### src/rtl/i2c_unjam_pkg.sv
package i2c_unjam_pkg;

    // Pull request on the two lines: 1 = drive low, 0 = release
    typedef struct packed {
        logic scl;
        logic sda;
    } pull_t;

    typedef enum logic [4:0] {
        ST_IDLE,
        ST_B_REL,     // blind: release both
        ST_B_START,   // blind: START hold
        ST_RS_A,      // repeated START quarter phases
        ST_RS_B,
        ST_RS_C,
        ST_RS_D,
        ST_B_GAP,     // blind: inter-frame gap
        ST_P_REL,     // probe: release and sample SDA
        ST_P_START,   // probe: START, wait for SDA low
        ST_P_HOLD,    // probe: START hold
        ST_S_OFF,     // stuck: drop out before re-arming
        ST_Y_DROP,    // byte: pull SCL under the START
        ST_Y_LOW,     // byte: clock low phase
        ST_Y_RISE,    // byte: wait for SCL high
        ST_Y_HIGH,    // byte: clock high phase
        ST_Y_TAIL,    // byte: final low phase before STOP
        ST_X_A,       // STOP: both low
        ST_X_B,       // STOP: SCL released, SDA low
        ST_SETTLE,    // lines released, let STOP settle
        ST_DONE
    } state_e;

    function automatic pull_t drive_of(state_e s);
        pull_t p;
        case (s)
            ST_B_START, ST_RS_D, ST_B_GAP,
            ST_P_START, ST_P_HOLD, ST_X_B: begin
                p.scl = 1'b0;
                p.sda = 1'b1;
            end
            ST_RS_A, ST_Y_DROP, ST_X_A: begin
                p.scl = 1'b1;
                p.sda = 1'b1;
            end
            ST_RS_B, ST_Y_LOW, ST_Y_TAIL: begin
                p.scl = 1'b1;
                p.sda = 1'b0;
            end
            default: begin
                p.scl = 1'b0;
                p.sda = 1'b0;
            end
        endcase
        return p;
    endfunction

endpackage

### src/rtl/unjam_sync.sv
module unjam_sync #(
    parameter int WIDTH  = 2,
    parameter int STAGES = 2
) (
    input  logic             clk,
    input  logic             rst,
    input  logic [WIDTH-1:0] d_i,
    output logic [WIDTH-1:0] q_o
);
    generate
        if (STAGES == 0) begin : g_bypass
            assign q_o = d_i;
        end else begin : g_chain
            logic [WIDTH-1:0] chain [STAGES];
            always_ff @(posedge clk) begin
                if (rst) begin
                    for (int i = 0; i < STAGES; i++) chain[i] <= '1;
                end else begin
                    chain[0] <= d_i;
                    for (int i = 1; i < STAGES; i++) chain[i] <= chain[i-1];
                end
            end
            assign q_o = chain[STAGES-1];
        end
    endgenerate
endmodule

### src/rtl/unjam_timer.sv
module unjam_timer #(
    parameter int W = 8
) (
    input  logic         clk,
    input  logic         rst,
    input  logic         load_i,
    input  logic [W-1:0] val_i,
    output logic         zero_o
);
    logic [W-1:0] cnt_q;

    always_ff @(posedge clk) begin
        if (rst)                cnt_q <= '0;
        else if (load_i)        cnt_q <= val_i;
        else if (cnt_q != '0)   cnt_q <= cnt_q - W'(1);
    end

    assign zero_o = (cnt_q == '0);
endmodule

### src/rtl/unjam_ctrl.sv
module unjam_ctrl
    import i2c_unjam_pkg::*;
#(
    parameter int QTR_CYC     = 250,
    parameter int HOLD_CYC    = 1500,
    parameter int GAP_CYC     = 500,
    parameter int TMO_CYC     = 10000,
    parameter int CYCLES      = 9,
    parameter int BYTE_CLOCKS = 9,
    parameter int TW          = 14
) (
    input  logic          clk,
    input  logic          rst,
    input  logic          req_i,
    input  logic          probe_mode_i,
    input  logic          scl_s_i,
    input  logic          sda_s_i,
    input  logic          tmr_zero_i,
    output logic          tmr_load_o,
    output logic [TW-1:0] tmr_val_o,
    output logic          scl_pull_o,
    output logic          sda_pull_o,
    output logic          busy_o,
    output logic          done_o,
    output logic          err_o
);
    localparam int CW = $clog2(CYCLES + 1);
    localparam int BW = $clog2(BYTE_CLOCKS + 1);
    localparam logic [CW-1:0] LAST_CYC = CW'(CYCLES - 1);
    localparam logic [BW-1:0] LAST_BIT = BW'(BYTE_CLOCKS - 1);
    localparam logic [TW-1:0] V_Q    = TW'(QTR_CYC - 1);
    localparam logic [TW-1:0] V_2Q   = TW'(2 * QTR_CYC - 1);
    localparam logic [TW-1:0] V_HOLD = TW'(HOLD_CYC - 1);
    localparam logic [TW-1:0] V_GAP  = TW'(GAP_CYC - 1);
    localparam logic [TW-1:0] V_TMO  = TW'(TMO_CYC - 1);

    state_e        state_q, state_d;
    logic [CW-1:0] cyc_q;
    logic [BW-1:0] bit_q;
    logic          arb_q, second_q, err_q;
    logic          tz, fail;
    pull_t         lines;

    assign tz = tmr_zero_i;

    assign fail = (state_q == ST_P_START && sda_s_i && tz) ||
                  (state_q == ST_Y_RISE && !scl_s_i && tz);

    always_comb begin
        state_d = state_q;
        case (state_q)
            ST_IDLE:    if (req_i) state_d = probe_mode_i ? ST_P_REL : ST_B_REL;
            ST_B_REL:   if (tz) state_d = ST_B_START;
            ST_B_START: if (tz) state_d = ST_RS_A;
            ST_RS_A:    if (tz) state_d = ST_RS_B;
            ST_RS_B:    if (tz) state_d = ST_RS_C;
            ST_RS_C:    if (tz) state_d = ST_RS_D;
            ST_RS_D:    if (tz) state_d = (cyc_q == LAST_CYC) ? ST_X_A : ST_B_GAP;
            ST_B_GAP:   if (tz) state_d = ST_B_REL;
            ST_P_REL:   if (tz) state_d = ST_P_START;
            ST_P_START: begin
                if (!sda_s_i)  state_d = ST_P_HOLD;
                else if (tz)   state_d = ST_DONE;
            end
            ST_P_HOLD:  if (tz) state_d = (arb_q && !second_q) ? ST_S_OFF : ST_Y_DROP;
            ST_S_OFF:   if (tz) state_d = ST_P_START;
            ST_Y_DROP:  if (tz) state_d = ST_Y_LOW;
            ST_Y_LOW:   if (tz) state_d = ST_Y_RISE;
            ST_Y_RISE: begin
                if (scl_s_i)   state_d = ST_Y_HIGH;
                else if (tz)   state_d = ST_DONE;
            end
            ST_Y_HIGH:  if (tz) state_d = (bit_q == LAST_BIT) ? ST_Y_TAIL : ST_Y_LOW;
            ST_Y_TAIL:  if (tz) state_d = ST_X_A;
            ST_X_A:     if (tz) state_d = ST_X_B;
            ST_X_B:     if (tz) state_d = ST_SETTLE;
            ST_SETTLE:  if (tz) state_d = ST_DONE;
            ST_DONE:    state_d = ST_IDLE;
            default:    state_d = ST_IDLE;
        endcase
    end

    // Duration of the state being entered, loaded on every state change
    always_comb begin
        case (state_d)
            ST_B_START, ST_SETTLE:            tmr_val_o = V_HOLD;
            ST_B_GAP:                         tmr_val_o = V_GAP;
            ST_P_START, ST_Y_RISE:            tmr_val_o = V_TMO;
            ST_Y_LOW, ST_Y_HIGH:              tmr_val_o = V_2Q;
            ST_IDLE, ST_DONE:                 tmr_val_o = '0;
            default:                          tmr_val_o = V_Q;
        endcase
    end
    assign tmr_load_o = (state_d != state_q);

    always_ff @(posedge clk) begin
        if (rst) begin
            state_q  <= ST_IDLE;
            cyc_q    <= '0;
            bit_q    <= '0;
            arb_q    <= 1'b0;
            second_q <= 1'b0;
            err_q    <= 1'b0;
        end else begin
            state_q <= state_d;
            if (state_q == ST_IDLE && req_i) begin
                cyc_q    <= '0;
                bit_q    <= '0;
                arb_q    <= 1'b0;
                second_q <= 1'b0;
                err_q    <= 1'b0;
            end
            if (state_q == ST_B_GAP && tz) cyc_q <= cyc_q + CW'(1);
            if (state_q == ST_P_REL && tz) arb_q <= !sda_s_i;
            if (state_q == ST_P_HOLD && tz && arb_q && !second_q) second_q <= 1'b1;
            if (state_q == ST_Y_DROP) bit_q <= '0;
            if (state_q == ST_Y_HIGH && tz && bit_q != LAST_BIT) bit_q <= bit_q + BW'(1);
            if (fail) err_q <= 1'b1;
        end
    end

    assign lines      = drive_of(state_q);
    assign scl_pull_o = lines.scl;
    assign sda_pull_o = lines.sda;
    assign busy_o     = (state_q != ST_IDLE);
    assign done_o     = (state_q == ST_DONE);
    assign err_o      = (state_q == ST_DONE) && err_q;
endmodule

### src/rtl/i2c_unjam_seq.sv
module i2c_unjam_seq #(
    parameter int CLK_PER_US  = 100,
    parameter int QTR_CYC     = 250,
    parameter int SYNC_STAGES = 2,
    parameter int CYCLES      = 9,
    parameter int BYTE_CLOCKS = 9,
    parameter int HOLD_US     = 15,
    parameter int GAP_US      = 5,
    parameter int TMO_US      = 100
) (
    input  logic clk,
    input  logic rst,
    input  logic req_i,
    input  logic probe_mode_i,
    input  logic scl_in_i,
    input  logic sda_in_i,
    output logic scl_pull_o,
    output logic sda_pull_o,
    output logic busy_o,
    output logic done_o,
    output logic err_o
);
    localparam int HOLD_CYC = HOLD_US * CLK_PER_US;
    localparam int GAP_CYC  = GAP_US * CLK_PER_US;
    localparam int TMO_CYC  = TMO_US * CLK_PER_US;
    localparam int M1       = (HOLD_CYC > GAP_CYC) ? HOLD_CYC : GAP_CYC;
    localparam int M2       = (TMO_CYC > 2 * QTR_CYC) ? TMO_CYC : 2 * QTR_CYC;
    localparam int MAXC     = (M1 > M2) ? M1 : M2;
    localparam int TW       = $clog2(MAXC + 1);

    logic [1:0]    sensed;
    logic          tmr_load, tmr_zero;
    logic [TW-1:0] tmr_val;

    unjam_sync #(.WIDTH(2), .STAGES(SYNC_STAGES)) u_sync (
        .clk (clk),
        .rst (rst),
        .d_i ({scl_in_i, sda_in_i}),
        .q_o (sensed)
    );

    unjam_timer #(.W(TW)) u_timer (
        .clk    (clk),
        .rst    (rst),
        .load_i (tmr_load),
        .val_i  (tmr_val),
        .zero_o (tmr_zero)
    );

    unjam_ctrl #(
        .QTR_CYC     (QTR_CYC),
        .HOLD_CYC    (HOLD_CYC),
        .GAP_CYC     (GAP_CYC),
        .TMO_CYC     (TMO_CYC),
        .CYCLES      (CYCLES),
        .BYTE_CLOCKS (BYTE_CLOCKS),
        .TW          (TW)
    ) u_ctrl (
        .clk          (clk),
        .rst          (rst),
        .req_i        (req_i),
        .probe_mode_i (probe_mode_i),
        .scl_s_i      (sensed[1]),
        .sda_s_i      (sensed[0]),
        .tmr_zero_i   (tmr_zero),
        .tmr_load_o   (tmr_load),
        .tmr_val_o    (tmr_val),
        .scl_pull_o   (scl_pull_o),
        .sda_pull_o   (sda_pull_o),
        .busy_o       (busy_o),
        .done_o       (done_o),
        .err_o        (err_o)
    );
endmodule

### config.mk
export PLATFORM = sky130hd
export DESIGN_NAME = i2c_unjam_seq
export DESIGN_NICKNAME = d
export VERILOG_FILES = /design/src/rtl/i2c_unjam_pkg.sv /design/src/rtl/unjam_sync.sv /design/src/rtl/unjam_timer.sv /design/src/rtl/unjam_ctrl.sv /design/src/rtl/i2c_unjam_seq.sv
export SDC_FILE = /design/constraint.sdc
export NUM_CORES = 1
export LEC_CHECK = 0
export BUFFER_PORTS_ARGS = -buffer_cell sky130_fd_sc_hd__buf_2
export CAP_MARGIN = 20
export CORE_AREA = 2 2 72 74
export DETAILED_ROUTE_END_ITERATION = 8
export DIE_AREA = 0 0 74 76
export PLACE_DENSITY = 0.76
export SETUP_SLACK_MARGIN = 0.05
export SKIP_LAST_GASP = 1
export SLEW_MARGIN = 30
export SYNTH_ARGS = -nofsm -noshare
export SYNTH_HDL_FRONTEND = slang
export SYNTH_SLANG_ARGS = --single-unit
### constraint.sdc
create_clock -name clk -period 2.8 [get_ports clk]
set_clock_uncertainty 0.05 [all_clocks]
set_input_delay 0.42 -clock clk [delete_from_list [all_inputs] [get_ports clk]]
set_output_delay 0.42 -clock clk [all_outputs]
set_load 0.005 [all_outputs]
; Yosys cells after proc, flatten, opt, wreduce, memory -nomap -nowiden
; Memories as Yosys holds them, arrays and structs flattened. A register that Yosys moved wholly into a read port is not among the register bits.
; Cells that the tools add are included.
[totals]
register_bits = 30
ram_bits = 4
romBits = 448
memories = 3
[memory_table]
columns = memory, words, word_bits, rd, rd_ports_with_merged_regs, write_ports, line
row1 = (name not given), 32, 12, 1, 0, 0, unjam_ctrl.sv:85  ; case (state_d)
row2 = (name not given), 32, 2, 1, 1, 0, i2c_unjam_pkg.sv:35  ; case (s)
row3 = u_sync.g_chain.chain, 2, 2, 2, 0, 2, unjam_sync.sv:14  ; logic [WIDTH-1:0] chain [STAGES];
[op_classes]
addsub = 3
eq_ne = 24
n_mux = 40
bitwise_logic = 2
n_reduce_logical = 29
[ops]
columns = operator, n
row1 = $mux W5, 22
row2 = $pmux W5 S19, 1
row3 = $eq A5 B4 Y1 const B, 8
row4 = $mux W14, 2
row5 = $eq A5 B5 Y1 const B, 5
row6 = $eq A5 B3 Y1 const B, 4
row7 = $mux W4, 5
row8 = $logic_and A1 B1 Y1, 14
row9 = $logic_not A14 Y1, 1
row10 = $reduce_bool A14 Y1, 1
row11 = $sub A14 B1 Y14 const B, 1
row12 = $eq A5 B2 Y1 const B, 2
row13 = $reduce_bool A2 Y1, 5
row14 = $add A4 B1 Y4 const B, 2
row15 = $eq A4 B4 Y1 const B, 2
row16 = $mux W1, 7
row17 = $eq A5 B1 Y1 const B, 1
row18 = $logic_not A5 Y1, 1
row19 = $ne A5 B5 Y1, 1
row20 = $reduce_bool A5 Y1, 1
row21 = $mux W2, 2
row22 = $ne A4 B4 Y1 const B, 1
row23 = $logic_not A1 Y1, 3
row24 = $mux W3, 1
row25 = 4 further kinds, 5

; Depth between registers and ports, before layout
[logic_depth]
depth_word = 7
depth_mapped = 15
mapped_depth_nobuf = 13

; Modules after synthesis
; From an unflattened synthesis, not the netlist that was laid out.
[hier_totals]
cells_unflattened = 383
area_unflattened_um2 = 2940.3
[by_module_without_submodules]
columns = mod, instances, cells_each, area_each_um2, seq_area_each_um2
row1 = unjam_ctrl, 1, 264, 1933.1, 360.3
row2 = unjam_timer, 1, 109, 887.1, 280.3
row3 = unjam_sync, 1, 10, 120.1, 80.1

; Least setup slack after synthesis
; OpenSTA, ideal clock, no wires.
[synth_timing]
path_type = flip-flop to flip-flop
from = register u_timer.cnt_q[0]
to = register u_ctrl.lines[0] (netlist name)
arrival_time_ns = 2.609
path_slack_ns = 0.046
stages_incl_launch_ff = 16
synth_period_minus_slack_ns = 2.754
path_cell_list = dfxtp_1 inv_1 ha_1 nor4b_2 and4_1 buf_4 and3_1 buf_4 a311o_2 nor2_4 nor2_1 inv_1 ha_1 and3_1 o21ai_0 a221oi_1
[synth_via]
elab_chain_cells = 5
[synth_rtl]
columns = item, line
row1 = start: declaration, unjam_timer.sv:10  ; logic [W-1:0] cnt_q;
row2 = start signal: assignment, unjam_timer.sv:14  ; else if (load_i) cnt_q <= val_i;
row3 = start signal: assignment, unjam_timer.sv:15  ; else if (cnt_q != '0) cnt_q <= cnt_q - W'(1);
row4 = $logic_not A14 Y1 *, unjam_timer.sv:18  ; assign zero_o = (cnt_q == '0);
row5 = $mux W5, "unjam_ctrl.sv:63, unjam_ctrl.sv:71, unjam_ctrl.sv:77"
row6 = "$mux W5, on equally long branches", "unjam_ctrl.sv:70, unjam_ctrl.sv:62"
row7 = $pmux W5 S19 *, unjam_ctrl.sv:51  ; case (state_q)
row8 = $mux W5 (no line) *, --
; Every way passes the cells marked *; elsewhere a longest branch is shown, timed or not.
; A chain may end at the register's enable or synchronous reset.

; Final worst setup path
[layout_timing]
from = register u_timer.cnt_q[1]
to = register u_timer.cnt_q[8]
[layout_via]
elab_chain_cells = 6
[layout_rtl]
columns = item, line
row1 = $logic_not A14 Y1, unjam_timer.sv:18
row2 = $mux W5, "unjam_ctrl.sv:63, unjam_ctrl.sv:71, unjam_ctrl.sv:77"
row3 = "$mux W5, on equally long branches", "unjam_ctrl.sv:70, unjam_ctrl.sv:62"
row4 = $pmux W5 S19, unjam_ctrl.sv:51
row5 = $mem_v2 Z32 W12 / $ne A5 B5 Y1 (equally long branches), --
row6 = $mux W14 / $reduce_bool A2 Y1 (equally long branches), --
; Parallel ways exist; a longest one is shown, timed or not. The select of a mux whose other input is x is not followed.

==> metrics.txt <==
status finished clean; RSZ-0062 raised after global routing yes; routed length on met2 3.690 mm; number of global-route vias before repair 2547; Hold Crit Class input pin to register; pin count of the biggest net entering global routing 38; htree depth 2; synth cell count leaders dfxtp_1, nor2_1, nand2_1, a21oi_1, nor3_1; worst endpoint required time 2.89 ns; Power Dens Cells 950.9 mW/mm^2; Row Count 26; Worst Tran Pin Value 0.7146 ns; Clock power frac 13.1%; crit path kind register to register; count leader, synth dfxtp_1; Final Hold Viols 0; Avg Cell Area, Syn 8.123 um^2; post-synth top area share 27.81%; leading area contributor after synthesis dfxtp_1; first-pass GRT wire length 11.99 mm; share of cells above drive strength 1 34.70%; # setup viols final 0; CTS clk-pin slew, worst paths 0.07 ns; clock tree from TritonCTS done; register bit total from synthesis 36; WL/cell 17.57 um; Data arrival, critical path 2.88 ns; Die Footprint 0.005624 mm^2; element type at the critical path start register; Initial Util 52.75%; Async SR Flop Fraction 0%; Skew-Pair Late Insertion Delay 0.29 ns; number of I/O pins 11; Slew Limit Fails 0; Core Util, Final 66.38%; Final Cycle Share 99.73%; GRT Residual Overflow 0; headroom to the max-slew limit 52.36%; Sw Share 42.99%; CTS Sinks 36; Die Y-Extent 76 um; P_sw 1.333 mW; DR top layer met4; Max rail drop VDD 0.5850 mV; Yosys cell types 75; All-Layer GR Usage 26.90%; GP Congestion 0.9612; Syn Nets 332; dpl hpwl 5.098 mm; Layout Nets 379; Post-Syn Instances 319; drt via density 6.312; EDFF count, synth 0; min Tclk post-route 2.793 ns; # DRC 0; final wirelength 7.662 mm; # fillers 400; top post-synthesis cells by area dfxtp_1, nor2_1, ha_1; Max Clk Rate 0.3581 GHz; Overall Power 3.101 mW; Leak 1.290 nW; max-cap violations 0; total number of vias 2752; CTS root buf clkbuf_8; maximum root-to-sink buffer count 2; top_reg_cell synth dfxtp_1; RR Startpoint u_timer.cnt_q[1]; Core Region 0.004912 mm^2; Crit. Startpoint u_timer.cnt_q[1]; Crit. End Element register; drt pass-1 iters 6; HP Start scl_in_i; register area share after synthesis 27.81%; Flop pwr share 23.5%; Die Wd 74 um; Num CTS Buffers 5; synth warn 0; I/O Buffers 10; Worst Path Max Fanout 4; WL met3 523 um; Int Power 1.768 mW; Iter 0 DRT Violations 243; Layout Area Growth over Synthesis 25.83%; ANT nets after route 0; ANT cells 0; Gate power share 63.3%; Synth Cell Area 0.002591 mm^2; initial antenna violation count 0; WL met1 3.234 mm
critical path: stages (launching register included):
cell and delay [ns]:
dfxtp_2 0.34, inv_2 0.07, ha_4 0.13, nor4b_4 0.23
nand4_1 0.31, buf_4 0.25, a211o_1 0.28, o311ai_4 0.40
nand3b_1 0.18, o21a_1 0.22, o211ai_2 0.07, a31oi_1 0.12
area by class of cell:
cell class	count	area (um^2)	area share, %
clock buffer	7	96.34	2.955
tap	70	87.58	2.686
sequential	36	735.7	22.56
timing repair buffer	62	445.4	13.66
inverter	12	45.04	1.381
multi-input combinational	249	1851	56.75
power groups by stage:
stage,Combinational [mW],Clock (mW),Sequential (mW)
2_1_floorplan,1.16,0,0.682
3_3_place_gp,1.53,0,0.709
3_5_place_dp,1.55,0,0.713
4_1_cts,1.62,0.411,0.706
5_1_grt,2.11,0.432,0.742
6_report,1.96,0.407,0.730
flip-flops by register name (all words and copies together) (netlist names):
signal                flops
u_ctrl.cyc_q              4
u_ctrl.second_q           1
u_ctrl.state_q            5
u_ctrl.lines              2
u_sync.g_chain.chain      4
u_timer.cnt_q            14
u_ctrl.arb_q              1
u_ctrl.err_q              1
u_ctrl.bit_q              4
cell families after synthesis:
logic type                 Yosys count  share of synthesized area [%]
xor gates and xnor gates            13                          4.394
AOI/OAI and AO/OA                   84                          24.63
adders and majority gates            8                          3.766
and+or+nand+nor                    139                          30.52
buffers and inverters               34                          6.857
DFF                                 36                          27.81
muxes                                5                          2.028
through the flow:
step / hold WS (ns) / std cells / TNS [ns] / setup slack, ns / cell area [um^2]
3_3_place_gp: 0.3427 / 416 / -0.1349 / -0.04065 / 2889
3_5_place_dp: 0.3595 / 416 / -0.2307 / -0.05290 / 2889
5_1_grt: 0.2633 / 436 / -0.3450 / -0.06013 / 3261
2_1_floorplan: 0.3395 / 319 / 0 / 0.06580 / 2591
6_report: 0.2613 / 436 / 0 / 0.007498 / 3261
4_1_cts: 0.2575 / 425 / 0 / 0.05824 / 3029
metal layers:
metal  track usage, %  vias up
li1                 -     1283
met1            35.79     1315
met2            42.77      126
met3            5.556       28
met4            9.273        0
met5                0        -
final timing paths:
check	to	slack (ns)	depth (start not counted)
worst max-delay path	u_timer.cnt_q[8]	0.007	11
worst min-delay path	u_sync.g_chain.chain[0][1]	0.26	2
worst max register to register	u_timer.cnt_q[8]	0.007	11
worst min register to register	u_sync.g_chain.chain[0][3]	0.37	1
placed cells by master, fill, tap and decap left out, drive strengths merged, types with 4 or more instances in the layout:
cell	netlist	final
and2	4	4
o32ai	6	6
o21ai	12	12
ha	7	7
or3	4	4
or2	5	5
clkbuf	7	7
a211oi	5	5
inv	12	12
and4	4	4
nand3	12	12
buf	15	62
dfxtp	36	36
nor2	36	36
o211ai	5	5
nand3b	4	4
nor3	15	15
nor2b	9	9
xnor2	4	4
xor2	9	9
a21oi	18	18
a31oi	4	4
nand2	22	22
what timing repair did:
item	4_1_cts	5_1_grt
cloned	0	1
endpoints found under the setup margin	14	16
setup buffers	2	10
gates resized for setup	6	40
hold buffers	0	0
pin swaps	3	22
Note: power is estimated with default switching activity, not from simulation.
